[src/rtl/seq_pkg.sv]
package seq_pkg;
  typedef enum logic [2:0] {
    ST_SLEEP, ST_READ, ST_LOAD, ST_FEON, ST_WARM, ST_ACQ, ST_FEOFF
  } seq_st_e;

  localparam int ANA_W = 6;
  localparam int DIG_W = 4;

  localparam logic [1:0] PWR_SLEEP = 2'b00;
  localparam logic [1:0] PWR_PROC  = 2'b01;
  localparam logic [1:0] PWR_MEAS  = 2'b10;

  // analog enable bit positions
  localparam int A_BUF  = 0;
  localparam int A_INA  = 1;
  localparam int A_OFS  = 2;
  localparam int A_IDAC = 3;
  localparam int A_CMP  = 4;
  localparam int A_ADC  = 5;
  // digital enable bit positions
  localparam int D_UART = 0;
  localparam int D_SPI  = 1;
  localparam int D_I2C  = 2;
  localparam int D_CNT  = 3;

  localparam int TYPE_FIRST   = 1;
  localparam int TYPE_LAST    = 8;
  localparam int TYPE_DIG_MIN = 6;
endpackage

[src/rtl/seq_warm_timer.sv]
module seq_warm_timer #(
  parameter int TICK_DIV = 5_000_000,
  parameter int CODE_W   = 8
) (
  input  logic              clk,
  input  logic              rst,
  input  logic              run,
  input  logic [CODE_W-1:0] limit,
  output logic              expire
);
  logic              tick;
  logic [CODE_W-1:0] n_q;

  generate
    if (TICK_DIV > 1) begin : g_pre
      localparam int PW = $clog2(TICK_DIV);
      localparam logic [PW-1:0] PMAX = PW'(TICK_DIV - 1);
      logic [PW-1:0] p_q;
      always_ff @(posedge clk) begin
        if (rst || !run)    p_q <= '0;
        else if (p_q == PMAX) p_q <= '0;
        else                p_q <= p_q + 1'b1;
      end
      assign tick = run && (p_q == PMAX);
    end else begin : g_nopre
      assign tick = run;
    end
  endgenerate

  always_ff @(posedge clk) begin
    if (rst || !run) n_q <= '0;
    else if (tick)   n_q <= n_q + 1'b1;
  end

  assign expire = tick && (n_q == limit);
endmodule

[src/rtl/seq_mask_lut.sv]
module seq_mask_lut
  import seq_pkg::*;
#(
  parameter int TYPE_W = 4
) (
  input  logic [TYPE_W-1:0] sel_type,
  input  logic              dig_sup,
  output logic              valid,
  output logic [ANA_W-1:0]  ana,
  output logic [DIG_W-1:0]  dig,
  output logic              sup
);
  always_comb begin
    ana = '0;
    dig = '0;
    case (int'(sel_type))
      1: begin ana[A_BUF] = 1'b1; ana[A_ADC] = 1'b1; end
      2: begin ana[A_BUF] = 1'b1; ana[A_INA] = 1'b1;
               ana[A_OFS] = 1'b1; ana[A_ADC] = 1'b1; end
      3: begin ana[A_BUF] = 1'b1; ana[A_ADC] = 1'b1; end
      4: begin ana[A_BUF] = 1'b1; ana[A_INA] = 1'b1;
               ana[A_IDAC] = 1'b1; ana[A_ADC] = 1'b1; end
      5: begin ana[A_BUF] = 1'b1; ana[A_CMP] = 1'b1; dig[D_CNT] = 1'b1; end
      6: dig[D_UART] = 1'b1;
      7: dig[D_SPI]  = 1'b1;
      8: dig[D_I2C]  = 1'b1;
      default: ;
    endcase
  end

  assign valid = (int'(sel_type) >= TYPE_FIRST) && (int'(sel_type) <= TYPE_LAST);
  assign sup   = (int'(sel_type) >= TYPE_DIG_MIN) ? dig_sup : valid;
endmodule

[src/rtl/seq_ctrl.sv]
module seq_ctrl
  import seq_pkg::*;
#(
  parameter int TYPE_W = 4,
  parameter int CODE_W = 8
) (
  input  logic              clk,
  input  logic              rst,
  input  logic              start,
  input  logic [TYPE_W-1:0] cfg_type,
  input  logic [CODE_W-1:0] warm_code,
  input  logic              dig_sup,
  input  logic              acq_done,
  input  logic              t_expire,
  input  logic              lut_valid,
  input  logic [ANA_W-1:0]  lut_ana,
  input  logic [DIG_W-1:0]  lut_dig,
  input  logic              lut_sup,
  output logic              t_run,
  output logic [CODE_W-1:0] code_q,
  output logic [TYPE_W-1:0] type_q,
  output logic              dsup_q,
  output logic              load_o,
  output logic [ANA_W-1:0]  ana_o,
  output logic [DIG_W-1:0]  dig_o,
  output logic              sup_o,
  output logic              acq_o,
  output logic [1:0]        pwr_o,
  output logic              done_o,
  output logic              err_o
);
  seq_st_e st_q, st_d;
  logic    meas_d;

  always_comb begin
    st_d = st_q;
    case (st_q)
      ST_SLEEP: if (start) st_d = ST_READ;
      ST_READ:  st_d = lut_valid ? ST_LOAD : ST_SLEEP;
      ST_LOAD:  st_d = ST_FEON;
      ST_FEON:  st_d = ST_WARM;
      ST_WARM:  if (t_expire) st_d = ST_ACQ;
      ST_ACQ:   if (acq_done) st_d = ST_FEOFF;
      ST_FEOFF: st_d = ST_SLEEP;
      default:  st_d = ST_SLEEP;
    endcase
  end

  assign meas_d = (st_d == ST_FEON) || (st_d == ST_WARM) || (st_d == ST_ACQ);
  assign t_run  = (st_q == ST_WARM);

  always_ff @(posedge clk) begin
    if (rst) begin
      st_q   <= ST_SLEEP;
      type_q <= '0;
      code_q <= '0;
      dsup_q <= 1'b0;
      load_o <= 1'b0;
      ana_o  <= '0;
      dig_o  <= '0;
      sup_o  <= 1'b0;
      acq_o  <= 1'b0;
      pwr_o  <= PWR_SLEEP;
      done_o <= 1'b0;
      err_o  <= 1'b0;
    end else begin
      st_q <= st_d;
      if (st_q == ST_SLEEP && start) begin
        type_q <= cfg_type;
        code_q <= warm_code;
        dsup_q <= dig_sup;
      end
      load_o <= (st_d == ST_LOAD);
      ana_o  <= meas_d ? lut_ana : '0;
      dig_o  <= meas_d ? lut_dig : '0;
      sup_o  <= meas_d && lut_sup;
      acq_o  <= (st_d == ST_ACQ);
      pwr_o  <= meas_d ? PWR_MEAS : ((st_d == ST_SLEEP) ? PWR_SLEEP : PWR_PROC);
      done_o <= (st_d == ST_SLEEP) && (st_q != ST_SLEEP);
      if (st_q == ST_SLEEP && start)           err_o <= 1'b0;
      else if (st_q == ST_READ && !lut_valid)  err_o <= 1'b1;
    end
  end
endmodule

[src/rtl/sensor_seq_top.sv]
module sensor_seq_top #(
  parameter int TICK_DIV = 5_000_000,
  parameter int TYPE_W   = 4,
  parameter int CODE_W   = 8
) (
  input  logic              clk,
  input  logic              rst,
  input  logic              start_i,
  input  logic [TYPE_W-1:0] cfg_type_i,
  input  logic [CODE_W-1:0] warm_code_i,
  input  logic              dig_sup_i,
  input  logic              acq_done_i,
  output logic              load_cfg_o,
  output logic [5:0]        ana_en_o,
  output logic [3:0]        dig_en_o,
  output logic              sup_en_o,
  output logic              acq_req_o,
  output logic [1:0]        pwr_state_o,
  output logic              done_o,
  output logic              err_o
);
  import seq_pkg::*;

  logic              t_run, t_expire, lut_valid, lut_sup, dsup_q;
  logic [CODE_W-1:0] code_q;
  logic [TYPE_W-1:0] type_q;
  logic [ANA_W-1:0]  lut_ana;
  logic [DIG_W-1:0]  lut_dig;

  seq_warm_timer #(.TICK_DIV(TICK_DIV), .CODE_W(CODE_W)) u_tmr (
    .clk(clk), .rst(rst), .run(t_run), .limit(code_q), .expire(t_expire)
  );

  seq_mask_lut #(.TYPE_W(TYPE_W)) u_lut (
    .sel_type(type_q), .dig_sup(dsup_q), .valid(lut_valid),
    .ana(lut_ana), .dig(lut_dig), .sup(lut_sup)
  );

  seq_ctrl #(.TYPE_W(TYPE_W), .CODE_W(CODE_W)) u_ctl (
    .clk(clk), .rst(rst), .start(start_i), .cfg_type(cfg_type_i),
    .warm_code(warm_code_i), .dig_sup(dig_sup_i), .acq_done(acq_done_i),
    .t_expire(t_expire), .lut_valid(lut_valid), .lut_ana(lut_ana),
    .lut_dig(lut_dig), .lut_sup(lut_sup), .t_run(t_run), .code_q(code_q),
    .type_q(type_q), .dsup_q(dsup_q), .load_o(load_cfg_o), .ana_o(ana_en_o),
    .dig_o(dig_en_o), .sup_o(sup_en_o), .acq_o(acq_req_o),
    .pwr_o(pwr_state_o), .done_o(done_o), .err_o(err_o)
  );
endmodule

[config.mk]
export PLATFORM = sky130hd
export DESIGN_NAME = sensor_seq_top
export DESIGN_NICKNAME = d
export VERILOG_FILES = /design/src/rtl/seq_pkg.sv /design/src/rtl/seq_warm_timer.sv /design/src/rtl/seq_mask_lut.sv /design/src/rtl/seq_ctrl.sv /design/src/rtl/sensor_seq_top.sv
export SDC_FILE = /design/constraint.sdc
export NUM_CORES = 1
export LEC_CHECK = 0
export CAP_MARGIN = 40
export CORE_MARGIN = 3
export CORE_UTILIZATION = 60
export CTS_BUF_LIST = sky130_fd_sc_hd__clkbuf_4 sky130_fd_sc_hd__clkbuf_8 sky130_fd_sc_hd__clkbuf_16
export CTS_CLUSTER_DIAMETER = 30
export CTS_CLUSTER_SIZE = 14
export DETAILED_ROUTE_END_ITERATION = 16
export DONT_BUFFER_PORTS = 1
export GPL_TIMING_DRIVEN = 0
export PLACE_DENSITY = 0.73
export SYNTH_ARGS = -nofsm -noshare
export SYNTH_HDL_FRONTEND = slang
export SYNTH_SLANG_ARGS = --single-unit
[constraint.sdc]
create_clock -name clk -period 3.6 [get_ports clk]
set_input_delay 0.72 -clock clk [delete_from_list [all_inputs] [get_ports clk]]
set_output_delay 0.72 -clock clk [all_outputs]
set_load 0.02 [all_outputs]
; ---- After elaboration in Yosys (flattened, before gate mapping)
; Index checks and enable logic that the tools add are counted.
; W data, S select, Z words.
[word_totals]
ff_bits = 64
input_bits = 17
out_inout_bits = 17
word_cells = 79
[classes]
addsub = 2
n_lt_le_gt_ge = 3
n_eq_ne = 19
muxes = 17
bitwise = 1
n_reduce_logical = 22
[op_table]
columns = op, count
row1 = $add A23 B1 Y23 const B, 1
row2 = $eq A23 B23 Y1 const B, 1
row3 = $pmux W3 S6, 1
row4 = $eq A4 B3 Y1 const B, 4
row5 = $eq A3 B2 Y1 const B, 4
row6 = $eq A3 B3 Y1 const B, 4
row7 = $mux W1, 11
row8 = $reduce_or A2 Y1, 5
row9 = $mux W3, 3
row10 = $add A8 B1 Y8 const B, 1
row11 = $eq A4 B2 Y1 const B, 2
row12 = $eq A8 B8 Y1, 1
row13 = $logic_and A1 B1 Y1, 7
row14 = $logic_not A3 Y1, 2
row15 = $reduce_or A5 Y1, 1
row16 = $eq A4 B1 Y1 const B, 1
row17 = $eq A4 B4 Y1 const B, 1
row18 = $ge A4 B1 Y1 const B, 1
row19 = $ge A4 B3 Y1 const B, 1
row20 = $le A4 B4 Y1 const B, 1
row21 = $mux W2, 2
row22 = $reduce_or A4 Y1, 1
row23 = $eq A3 B1 Y1 const B, 1
row24 = $logic_or A1 B1 Y1, 3
row25 = 3 further kinds, 4

; ---- Depth between registers and ports, before layout
; Gate-level depths: netlist (run 1).
[depth]
word_depth = 10
depth_mapped = 6
mapped_depth_nobuf = 5

; ---- Modules after synthesis
; From an unflattened synthesis (run 1), not the netlist that was laid out.
[unflattened]
hier_cells = 324
area_unflattened_um2 = 2930.3
[modules_own_cells]
columns = module, instances, cells_per_inst, area_per_inst_um2, seq_area_each_um2
row1 = seq_warm_timer, 1, 182, 1610.3, 620.6
row2 = seq_ctrl, 1, 122, 1161.1, 660.6
row3 = seq_mask_lut, 1, 20, 158.9, 0.0

; ---- Least setup slack after synthesis (run 1)
; OpenSTA, ideal clock, no wires.
[synth_path]
path_type = register to register
start = register u_tmr.g_pre.p_q[0]
end = register u_ctl.acq_o
arrival_ns = 2.141
setup_slack_ns = 1.372
stages_incl_launch_ff = 6
cell_sequence = dfxtp_1 ha_1 nand3_1 or4_4 or4_4 a221oi_2
[synth_via]
elab_chain_cells = 6
[synth_lines]
columns = element, line_no
row1 = "start, declared", seq_warm_timer.sv:18  ; logic [PW-1:0] p_q;
row2 = "start signal, assigned", seq_warm_timer.sv:22  ; else p_q <= p_q + 1'b1;
row3 = $eq A23 B23 Y1, seq_warm_timer.sv:24  ; assign tick = run && (p_q == PMAX);
row4 = $logic_and A1 B1 Y1, seq_warm_timer.sv:24
row5 = $logic_and A1 B1 Y1, seq_warm_timer.sv:35  ; assign expire = tick && (n_q == limit);
row6 = $mux W3, seq_ctrl.sv:42  ; ST_WARM: if (t_expire) st_d = ST_ACQ;
row7 = $pmux W3 S6, seq_ctrl.sv:37  ; case (st_q)
row8 = $eq A3 B3 Y1, seq_ctrl.sv:77  ; acq_o <= (st_d == ST_ACQ);
row9 = "end signal, assigned", seq_ctrl.sv:77
row10 = "end, declared", seq_ctrl.sv:27  ; output logic acq_o,
; Every way passes these cells.
; A chain may end at the register's enable or synchronous reset.

; ---- Final worst setup path (run 1)
; Ends and elaborated chain as after synthesis.

==> flow_summary.toml, run 1 <==
[run_status]
outcome = "finished clean"

[drt]
starting_drc_count_in_detailed_routing = 98
route.detailed.drc = 0
route.detailed.vias_per_inst = 5.73
detail_route.wl_per_cell_um = 13.6
route.final.wire_length_um = 5260
drtAntennaViolNets = 0
dr.pass1.iters = 4
vias = 2225

[setup_path]
critical_path_class = "flip-flop to flip-flop"
cp-end-kind = "flip-flop"
cp.arrival_ns = 2.71
peak_fanout_along_the_critical_path = 8
worst_ep_required_time_ns = 3.85
setup.worst_path.start_class = "flip-flop"

[power]
clkPwrFrac_pct = 43.7
cellLeakagePower_nw = 0.946
power_report.internal_total_mw = 1.13
sequentialPowerShare_pct = 50.1
power.ir.vdd_worst_mv = 0.349
netSwitchingFraction_pct = 22.7
power_frac_comb_pct = 6.2
p_switching_mw = 0.332
cellPowerDensity_mw_per_mm2 = 484

[global_routing]
grt_remaining_overflow = 0
global_route.usage.met1_pct = 27.7
gr-usage-all-layers_pct = 21.2
global_route.peak_usage_layer = "met2"
grt_antenna_before_repair = 0
grt_start_max_net_pins = 11
grt_pass1_vias = 1931
met3_usage_pct = 4.65
use_met2_pct = 32.2
grt_pass1_wl_um = 8770

[floorplanning]
die_area_mm2 = 0.00542
die_height_um = 73.6
rows = 23
fp.dieW_um = 73.6
floorplan.io_pins = 34
coreArea_mm2 = 0.00420
start_util_pct = 65.3

[layout]
layout.cells.most_common_list = "dfxtp_1 (63), nand2_1 (44), a21oi_1 (31)"
n_antenna_cell = 0
drive_gt1_share_pct = 6.21
final_net_count = 352
area_growth_syn_to_layout_pct = 10.0
most_common_library_cell_in_the_layout_ignoring_fill_and_taps = "dfxtp_1"

[placement]
numPortBuffers = 0
dp_hpwl_um = 3770
pre_cts_ws_ns = 1.15
gp_routability_congestion = 0.802

[sta]
period_needed_ns = 2.46
post-route-worst-setup-slack_ns = 1.14
setup_tns_ns = 0
post-route-period-util_pct = 68.4
max_slew.worst_pin.slew_ns = 0.596
achievable-frequency_mhz = 406
worst_slew_margin_rel_pct = 59.7
final-setup-viol-count = 0
finalClockSkew_ns = 0.00559
maxSlewViolCount = 0
rsz0062_at_grt = "false"
finalHoldViolCount = 0

[synth]
synth_edf_count = 0
syn-cell-area_mm2 = 0.00274
postSynth.topFlopCell = "dfxtp_1"
synthCells = 322
synthArstFlopShare_pct = 0
synth.lib_cells_used.distinct = 43
postSynthRegisterBits = 63
synth_area_per_cell_um2 = 8.52
ys_seq_area_share_pct = 46.0
synth_fp_nets = 341
synth-warning-count = 0

[cts]
clock_buffer_depth = 2
clk-insertion-delay-late_ns = 0.34
clk_pin_slew_worst_paths_ns = 0.06
post_cts_hold_buffer_count = 0
clk_root_buffer_cell = "clkbuf_8"
number_of_resized_instances_in_the_post_cts_repair_step = 0
htree_num_levels = 3
numClockSinks = 63
cts_buffers = 9
postCtsSetupBuffers = 0
cts_tree = "yes"

[run]
cap_violations = 0

[hold_path]
hold_removal_path_class = "flip-flop to flip-flop"
synthesized netlist by cell type, drive strengths merged, types with 2 or more instances:
cell type | count | area [um2]
a21oi | 31 | 155
and3 | 2 | 12.5
and3b | 2 | 17.5
and4 | 3 | 26.3
and4b | 2 | 20.0
buf | 2 | 11.3
clkbuf | 16 | 60.1
dfxtp | 63 | 1260
ha | 2 | 25.0
inv | 8 | 30.0
mux2i | 3 | 30.0
nand2 | 44 | 165
nand2b | 7 | 43.8
nand3 | 8 | 40.0
nand4 | 12 | 75.1
nor2 | 22 | 82.6
nor2b | 4 | 25.0
nor3 | 12 | 60.1
nor4 | 4 | 25.0
nor4b | 4 | 35.0
o21ai | 15 | 75.1
o311ai | 2 | 17.5
o41ai | 2 | 17.5
or3 | 11 | 68.8
or4 | 5 | 45.0
xnor2 | 19 | 166
xor2 | 4 | 35.0
power groups by stage:
stage | Clock (mW) | Combinational (mW) | Sequential (mW)
final | 0.639 | 0.0899 | 0.732
after global routing | 0.688 | 0.102 | 0.734
after CTS | 0.654 | 0.0896 | 0.733
after detailed placement | 0 | 0.0891 | 0.748
after global placement | 0 | 0.0876 | 0.748
after floorplan | 0 | 0.0721 | 0.745
kinds of logic (layout without fill, tap and decap cells):
group | Yosys count | count (layout) | synth area share [%]
multiplexers | 3 | 3 | 1.09
buffers and inverters | 26 | 42 | 3.69
flip-flops | 63 | 63 | 46.0
XOR/XNOR | 23 | 23 | 7.34
AND/OR/NAND/NOR | 147 | 147 | 28.6
adder cells (fa/ha/maj) | 2 | 2 | 0.912
AO/OA/AOI/OAI | 58 | 58 | 12.4
registers in the layout (all words and copies together) (netlist names):
name	count
u_tmr.g_pre.p_q	23
u_tmr.n_q	8
u_ctl.code_q	8
u_ctl.dsup_q	1
u_ctl.type_q	4
u_ctl.load_o	1
u_ctl.dig_o	3
u_ctl.st_q	3
u_ctl.sup_o	1
u_ctl.done_o	1
u_ctl.err_o	1
u_ctl.acq_o	1
u_ctl.ana_o	6
u_ctl.pwr_o	2
final cells by class:
class,count,area (um2)
Clock buffer,13,173
Fill cell,319,1180
Multi-Input combinational cell,233,1380
Clock inverter,3,40.0
Sequential cell,63,1260
Tap cell,50,62.6
Inverter,8,30.0
Buffer,18,71.3
worst max-delay path, cell delays in order (launching register included):
cell      delay [ns]
dfxtp_1         0.39
ha_1            0.20
nand3_1         0.26
or4_4           0.66
or4_4           0.59
a221oi_2        0.27
path summary, 6_finish.rpt:
path | from | end | slack [ns] | cells after the start
max | u_tmr.g_pre.p_q[0]$_SDFF_PP0_ | u_ctl.acq_o$_SDFF_PP0_ | 1.14 | 5
min | u_ctl.dsup_q$_SDFFE_PP0P_ | u_ctl.dsup_q$_SDFFE_PP0P_ | 0.46 | 2
max reg2reg | u_tmr.g_pre.p_q[0]$_SDFF_PP0_ | u_ctl.acq_o$_SDFF_PP0_ | 1.14 | 5
min reg2reg | u_ctl.dsup_q$_SDFFE_PP0P_ | u_ctl.dsup_q$_SDFFE_PP0P_ | 0.46 | 2
metal layers:
| layer | share of wire [%] | wire (um) | vias to the layer above |
|---|---|---|---|
| met5 | 0 | 0 | - |
| met4 | 2.7 | 141 | 0 |
| met3 | 3.5 | 186 | 12 |
| met2 | 45 | 2390 | 40 |
| met1 | 48 | 2550 | 1021 |
| li1 | - | - | 1152 |
per-stage QoR:
step	total power, mW	utilization, %	hold WS (ns)	cells	cell area, um2
floorplan	0.817	-	0.433	322	2740
global placement	0.836	66.8	0.442	372	2810
detailed placement	0.837	66.8	0.455	372	2810
CTS	1.48	71.9	0.464	388	3020
global route	1.52	71.9	0.474	388	3020
finish	1.46	71.9	0.464	388	3020
Note: power is estimated with default switching activity, not from simulation.
==> run 2: changes to the inputs <==
--- a/config.mk
+++ b/config.mk
@@ -5,16 +5,17 @@
 export SDC_FILE = /design/constraint.sdc
 export NUM_CORES = 1
 export LEC_CHECK = 0
+export ABC_AREA = 1
 export CAP_MARGIN = 40
 export CORE_MARGIN = 3
-export CORE_UTILIZATION = 60
+export CORE_UTILIZATION = 56
 export CTS_BUF_LIST = sky130_fd_sc_hd__clkbuf_4 sky130_fd_sc_hd__clkbuf_8 sky130_fd_sc_hd__clkbuf_16
 export CTS_CLUSTER_DIAMETER = 30
 export CTS_CLUSTER_SIZE = 14
 export DETAILED_ROUTE_END_ITERATION = 16
 export DONT_BUFFER_PORTS = 1
 export GPL_TIMING_DRIVEN = 0
-export PLACE_DENSITY = 0.73
+export PLACE_DENSITY = 0.71
 export SYNTH_ARGS = -nofsm -noshare
 export SYNTH_HDL_FRONTEND = slang
 export SYNTH_SLANG_ARGS = --single-unit
==> constraint.sdc (replaced) <==
create_clock -name clk -period 2 [get_ports clk]
set_input_delay 0.4 -clock clk [delete_from_list [all_inputs] [get_ports clk]]
set_output_delay 0.4 -clock clk [all_outputs]
set_load 0.02 [all_outputs]
==> run 2 against run 1 <==
Against the previous run:
- hold slack lost 0.33 ns
- clock skew grew 0.0014 ns
- register-to-register slack lost 0.85 ns
- clock-buffer cell count is the same
- sequential share of layout area shrank 3.3 points
- clock power grew 82%
- maximum frequency grew 44%
- cell area grew 8.7%
- non-clock buffer count shrank 11
- wire length grew 17%
- via count grew 15%
- highest routed layer unchanged
==> flow_summary.toml, run 2 <==
[run_status]
outcome = "finished clean"

[drt]
route.detailed.drc = 0
route.final.wire_length_um = 6140
dr.pass1.iters = 5
vias = 2558
route.detailed.vias_per_inst = 5.11
met2_wirelength_um = 2910
starting_drc_count_in_detailed_routing = 73
dr_wl_met3_um = 331
detail_route.wl_per_cell_um = 12.3
highest-signal-layer = "met4"
m1WireLength_um = 2760
drtAntennaViolNets = 0

[synth]
synth_edf_count = 0
synthAdderAreaFrac_pct = 0.838
post_synth_mux_area_share_pct = 0
synth_area_per_cell_um2 = 7.14
synth-warning-count = 0
netlist.area_leader.share_pct = 42.2
synth_fp_nets = 437
synthMostInstantiatedCell = "nand2_1"
synthArstFlopShare_pct = 0
synth.largest_area_cell = "dfxtp_1"
ys_top_cells_by_count = "nand2_1 (88), dfxtp_1 (63), nor2_1 (57), inv_1 (51), a21oi_1 (30)"
synthCells = 418
postSynth.topFlopCell = "dfxtp_1"
syn-cell-area_mm2 = 0.00299
synth_simple_gate_area_share_pct = 34.2
netlist_top_cells_area = "dfxtp_1 (42%), nand2_1 (11%), nor2_1 (7.2%)"
synth-xor-area-share_pct = 3.81
synth_top_family_by_area = "simple AND/OR/NAND/NOR gates"
ys_seq_area_share_pct = 42.2
postSynthRegisterBits = 63
synth-compound-area-share_pct = 10.1
synth.lib_cells_used.distinct = 34

[cts]
number_of_resized_instances_in_the_post_cts_repair_step = 0
postCtsSetupBuffers = 0
numClockSinks = 63
htree_num_levels = 3
clk_pin_slew_worst_paths_ns = 0.07
clk_root_buffer_cell = "clkbuf_8"
clock_buffer_depth = 2
cts_tree = "yes"
post_cts_hold_buffer_count = 0
cts_buffers = 9
clk-insertion-delay-late_ns = 0.34

[sta]
finalHoldViolCount = 0
max_slew.worst_pin.slew_ns = 0.399
post-route-period-util_pct = 85.5
setup_tns_ns = 0
period_needed_ns = 1.71
finalClockSkew_ns = 0.00695
worst_slew_margin_rel_pct = 73.4
worst_hold_slack_ns = 0.130
achievable-frequency_mhz = 585
maxSlewViolCount = 0
rsz0062_at_grt = "false"
final-setup-viol-count = 0

[global_routing]
grt_start_max_net_pins = 11
gr-usage-all-layers_pct = 21.8
grt_remaining_overflow = 0
grt_pass1_vias = 2486
grt_pass1_wl_um = 10700
grt_antenna_before_repair = 0

[setup_path]
worstRegToRegCells = 7
setup.worst_path.start_class = "flip-flop"
critPathTopFamily = "simple AND/OR/NAND/NOR gates"
peak_fanout_along_the_critical_path = 10
crit_chain = "ha_1 > nand3_2 > nor2_1 > nand3_2 > nand2_2 > buf_2 > nor3_1"
cp-endpoint = "u_tmr.g_pre.p_q[12]$_SDFF_PP0_"
cp-startpoint = "u_tmr.g_pre.p_q[0]$_SDFF_PP0_"
rrSetupSlack_ns = 0.29
cp-end-kind = "flip-flop"
critical_path_class = "flip-flop to flip-flop"
timing.rr.start = "u_tmr.g_pre.p_q[0]$_SDFF_PP0_"
worst_ep_required_time_ns = 2.22
critical-path-slowest-cell = "dfxtp_1"
crit_path_max_incr_delay_ns = 0.40
path_common_cell = "nand3_2"
r2r-end = "u_tmr.g_pre.p_q[12]$_SDFF_PP0_"
cp.arrival_ns = 1.92
critical_path_buf_inv_count = 1
worstSetupPathDepth = 7

[power]
cellLeakagePower_nw = 1.25
cellPowerDensity_mw_per_mm2 = 846
p_total_mw = 2.78
power.ir.vdd_worst_mv = 0.624

[layout]
fillerInstances = 486
drive_gt1_share_pct = 14.3
layout.cells.most_common_list = "nand2_1 (88), dfxtp_1 (63), nor2_1 (57)"
n_antenna_cell = 0
largest_register_ff_count = 23
final_net_count = 448
most_common_library_cell_in_the_layout_ignoring_fill_and_taps = "nand2_1"
area_growth_syn_to_layout_pct = 9.93
max_flop_register = "u_tmr.g_pre.p_q"
final_core_util_pct = 66.4
registers_with_the_most_flip_flops = "u_tmr.g_pre.p_q: 23 flops, u_ctl.code_q: 8 flops, u_tmr.n_q: 8 flops"

[hold_path]
hold_removal_path_class = "input pin to flip-flop"

[floorplanning]
start_util_pct = 60.4
fp.dieW_um = 79.0
die_area_mm2 = 0.00624
die_height_um = 79.0
coreArea_mm2 = 0.00494
rows = 25
floorplan.io_pins = 34

[run]
cap_violations = 0

[placement]
gp_routability_congestion = 0.847
numPortBuffers = 0
dp_hpwl_um = 4610
[run 2: cell count changes in the layout (fill, tap and decap cells not counted), sizes merged, moves of 5 or more]
cell,change
xnor2,-11
or3,-11
nor2,+47
nand2b,-7
or2,+5
nand3,+17
o21ai,+6
nand2,+53
or4,-5
inv,+50
clkbuf,-14
[run 2: worst min path at each step]
stage | start | to | cells after the start
after detailed placement | u_ctl.dsup_q$_SDFFE_PP0P_ | u_ctl.dsup_q$_SDFFE_PP0P_ | 2
final | rst | u_ctl.st_q[1]$_SDFF_PP0_ | 1
after CTS | rst | u_ctl.st_q[1]$_SDFF_PP0_ | 1
after global routing | rst | u_ctl.st_q[1]$_SDFF_PP0_ | 1
after global placement | u_ctl.dsup_q$_SDFFE_PP0P_ | u_ctl.dsup_q$_SDFFE_PP0P_ | 2
after floorplan | u_ctl.dsup_q$_SDFFE_PP0P_ | u_ctl.dsup_q$_SDFFE_PP0P_ | 2
[run 2: cell type report]
| type | count | area (um2) | share of cell area (%) |
|---|---|---|---|
| Multi-Input combinational cell | 289 | 1460 | 44.5 |
| Inverter | 59 | 221 | 6.75 |
| Buffer | 7 | 41.3 | 1.26 |
| Sequential cell | 63 | 1260 | 38.4 |
| Clock inverter | 3 | 40.0 | 1.22 |
| Clock buffer | 13 | 173 | 5.26 |
| Tap cell | 67 | 83.8 | 2.55 |
[run 2: power by group]
| group | leakage (nW) | switching (mW) | internal [mW] | total (mW) |
|---|---|---|---|---|
| Clock | 0.113 | 0.469 | 0.688 | 1.16 |
| Combinational | 0.630 | 0.167 | 0.0842 | 0.251 |
| Sequential | 0.511 | 0.0571 | 1.31 | 1.37 |
[run 2: metal layers]
| layer | vias up | global-route usage [%] |
|---|---|---|
| met1 | 1135 | 24.8 |
| met4 | 0 | 10.5 |
| li1 | 1345 | - |
| met5 | - | 0 |
| met2 | 65 | 36.8 |
| met3 | 13 | 7.14 |
[run 2: metrics by stage]
step	instances	area, um2	setup WS [ns]
6_report	501	3280	0.291
5_1_grt	501	3280	0.0869
4_1_cts	501	3280	0.273
3_5_place_dp	485	3070	0.267
3_3_place_gp	485	3070	0.299
2_1_floorplan	418	2990	0.551
[run 2: worst reg2reg max path: stages (launching register included)]
cell,delay (ns)
dfxtp_1,0.40
ha_1,0.22
nand3_2,0.17
nor2_1,0.18
nand3_2,0.13
nand2_2,0.12
buf_2,0.27
nor3_1,0.09
[run 2: logic make-up after synthesis]
logic type / after synthesis
compound gates: 56
xor+xnor: 13
fa+ha+maj: 2
buf+inv: 66
flops: 63
simple gates: 218
==> run 3: changes to the inputs <==
--- a/config.mk
+++ b/config.mk
@@ -5,7 +5,6 @@
 export SDC_FILE = /design/constraint.sdc
 export NUM_CORES = 1
 export LEC_CHECK = 0
-export ABC_AREA = 1
 export CAP_MARGIN = 40
 export CORE_MARGIN = 3
 export CORE_UTILIZATION = 56
@@ -16,6 +15,7 @@
 export DONT_BUFFER_PORTS = 1
 export GPL_TIMING_DRIVEN = 0
 export PLACE_DENSITY = 0.71
+export RECOVER_POWER = 25
 export SYNTH_ARGS = -nofsm -noshare
 export SYNTH_HDL_FRONTEND = slang
 export SYNTH_SLANG_ARGS = --single-unit
==> run 3 against run 2 <==
Against the previous run:
- the flow now finishes with violations (setup timing)
- clock skew rose by 0.0019 ns
- flip-flop and latch count unchanged
- maximum frequency down 24%
- power fell by 10%
- clock power fell by 13%
- die area is 7.5% lower
- utilization increased by 7.6 points
- largest cell class unchanged
- largest power group unchanged
==> flow_summary.toml, run 3 (same netlist as run 1, synthesis figures left out) <==
[layout]
final_net_count = 366
n_antenna_cell = 0
layout.cells.most_common_list = "dfxtp_1 (60), nand2_1 (44), a21oi_1 (30)"
most_common_library_cell_in_the_layout_ignoring_fill_and_taps = "dfxtp_1"
drive_gt1_share_pct = 17.0
max_flop_register = "u_tmr.g_pre.p_q"
registers_with_the_most_flip_flops = "u_tmr.g_pre.p_q: 23 flops, u_ctl.code_q: 8 flops, u_tmr.n_q: 8 flops"
area_growth_syn_to_layout_pct = 22.3
largest_register_ff_count = 23

[drt]
route.detailed.vias_per_inst = 5.57
dr_wl_met3_um = 275
dr.pass1.iters = 5
route.detailed.drc = 0
detail_route.wl_per_cell_um = 14.3
drtAntennaViolNets = 0
vias = 2321
route.final.wire_length_um = 5980
highest-signal-layer = "met4"
met2_wirelength_um = 2700
starting_drc_count_in_detailed_routing = 132
m1WireLength_um = 2900

[floorplanning]
start_util_pct = 60.5
floorplan.io_pins = 34
die_height_um = 76
fp.dieW_um = 76
coreArea_mm2 = 0.00453
die_area_mm2 = 0.00578
rows = 24

[setup_path]
r2r-end = "u_ctl.pwr_o[0]$_SDFF_PP0_"
critical_path_class = "flip-flop to flip-flop"
worstRegToRegCells = 4
timing.rr.start = "u_tmr.g_pre.p_q[16]$_SDFF_PP0_"
path_common_cell = "or4_4"
rrSetupSlack_ns = -0.24
cp.arrival_ns = 2.49
peak_fanout_along_the_critical_path = 4
cp-startpoint = "u_tmr.g_pre.p_q[16]$_SDFF_PP0_"
worst_ep_required_time_ns = 2.25
worstSetupPathDepth = 4
crit_path_max_incr_delay_ns = 0.54
crit_chain = "or4b_4 > or4_4 > or4_4 > a311oi_2"
setup.worst_path.start_class = "flip-flop"
critical_path_buf_inv_count = 0
cp-end-kind = "flip-flop"
cp-endpoint = "u_ctl.pwr_o[0]$_SDFF_PP0_"
critPathTopFamily = "simple AND/OR/NAND/NOR gates"
critical-path-slowest-cell = "or4b_4"

[sta]
post-route-period-util_pct = 112
worst_slew_margin_rel_pct = 60.6
finalHoldViolCount = 0
rsz0062_at_grt = "true"
maxSlewViolCount = 0
post-route-worst-setup-slack_ns = -0.243
period_needed_ns = 2.24
worst_hold_slack_ns = 0.194
achievable-frequency_mhz = 446
finalClockSkew_ns = 0.00881
max_slew.worst_pin.slew_ns = 0.590
final-setup-viol-count = 34

[cts]
clk_pin_slew_worst_paths_ns = 0.07
htree_num_levels = 3
cts_tree = "yes"
clk_root_buffer_cell = "clkbuf_8"
post_cts_hold_buffer_count = 0
clock_buffer_depth = 2
numClockSinks = 63
clk-insertion-delay-late_ns = 0.34
cts_buffers = 9

[power]
cellPowerDensity_mw_per_mm2 = 743
cellLeakagePower_nw = 1.12
p_total_mw = 2.49
power.ir.vdd_worst_mv = 0.542

[global_routing]
grt_start_max_net_pins = 11
grt_pass1_wl_um = 9600
grt_antenna_before_repair = 0
grt_pass1_vias = 2083
gr-usage-all-layers_pct = 20.4
grt_remaining_overflow = 0

[run_status]
outcome = "finished, violations left"
violated_checks = "setup timing"

[hold_path]
hold_removal_path_class = "input pin to flip-flop"

[run]
cap_violations = 0

[placement]
numPortBuffers = 0
dp_hpwl_um = 3930
gp_routability_congestion = 0.763
## run 3: layout make-up
type                            instances  area, um2
Multi-Input combinational cell        233       1530
Sequential cell                        63       1260
Fill cell                             345       1180
Clock buffer                           13        166
Timing Repair Buffer                   15        158
Buffer                                 17        105
Tap cell                               65       81.3
Inverter                                8       30.0
Clock inverter                          3       17.5
## run 3: timing repair
| action | in CTS | in global routing |
|---|---|---|
| setup endpoints to repair | 34 | 44 |
| setup buffers | 6 | 6 |
| gates resized for setup | 19 | 18 |
| cloned | 1 | 2 |
| pin swaps | 10 | 1 |
## run 3: worst min path at each step
stage | from | endpoint | cells past startpoint
global route | cfg_type_i[2] | u_ctl.type_q[2]$_SDFFE_PP0P_ | 2
global placement | u_ctl.dsup_q$_SDFFE_PP0P_ | u_ctl.dsup_q$_SDFFE_PP0P_ | 2
finish | cfg_type_i[3] | u_ctl.type_q[3]$_SDFFE_PP0P_ | 2
floorplan | u_ctl.dsup_q$_SDFFE_PP0P_ | u_ctl.dsup_q$_SDFFE_PP0P_ | 2
CTS | cfg_type_i[3] | u_ctl.type_q[3]$_SDFFE_PP0P_ | 2
detailed placement | u_ctl.dsup_q$_SDFFE_PP0P_ | u_ctl.dsup_q$_SDFFE_PP0P_ | 2
## run 3: worst register-to-register path: stages (launching register included)
cell and delay (ns):
dfxtp_2 0.33, or4b_4 0.54, or4_4 0.54, or4_4 0.47, a311oi_2 0.27
## run 3: per-stage QoR
| stage | util, % | instances | TNS [ns] | setup WS [ns] | instance area (um2) |
|---|---|---|---|---|---|
| 2_1_floorplan | - | 322 | -0.763 | -0.143 | 2790 |
| 3_3_place_gp | 63.3 | 387 | -6.93 | -0.301 | 2870 |
| 3_5_place_dp | 63.3 | 387 | -6.94 | -0.297 | 2870 |
| 4_1_cts | 71.6 | 410 | -4.99 | -0.234 | 3250 |
| 5_1_grt | 74.0 | 417 | -7.18 | -0.302 | 3360 |
| 6_report | 74.0 | 417 | -5.74 | -0.243 | 3360 |
## run 3: per-layer routing
layer / global-route usage (%) / up-vias
met1: 27.3 / 1074
met5: 0 / -
li1: - / 1191
met4: 11.1 / 0
met3: 4.49 / 9
met2: 30.8 / 47
## run 3: power breakdown
part	internal (mW)	switching [mW]	total (mW)	leakage (nW)
sequential	1.29	0.0317	1.32	0.512
combinational	0.0638	0.106	0.170	0.507
clock	0.541	0.464	1.01	0.0963
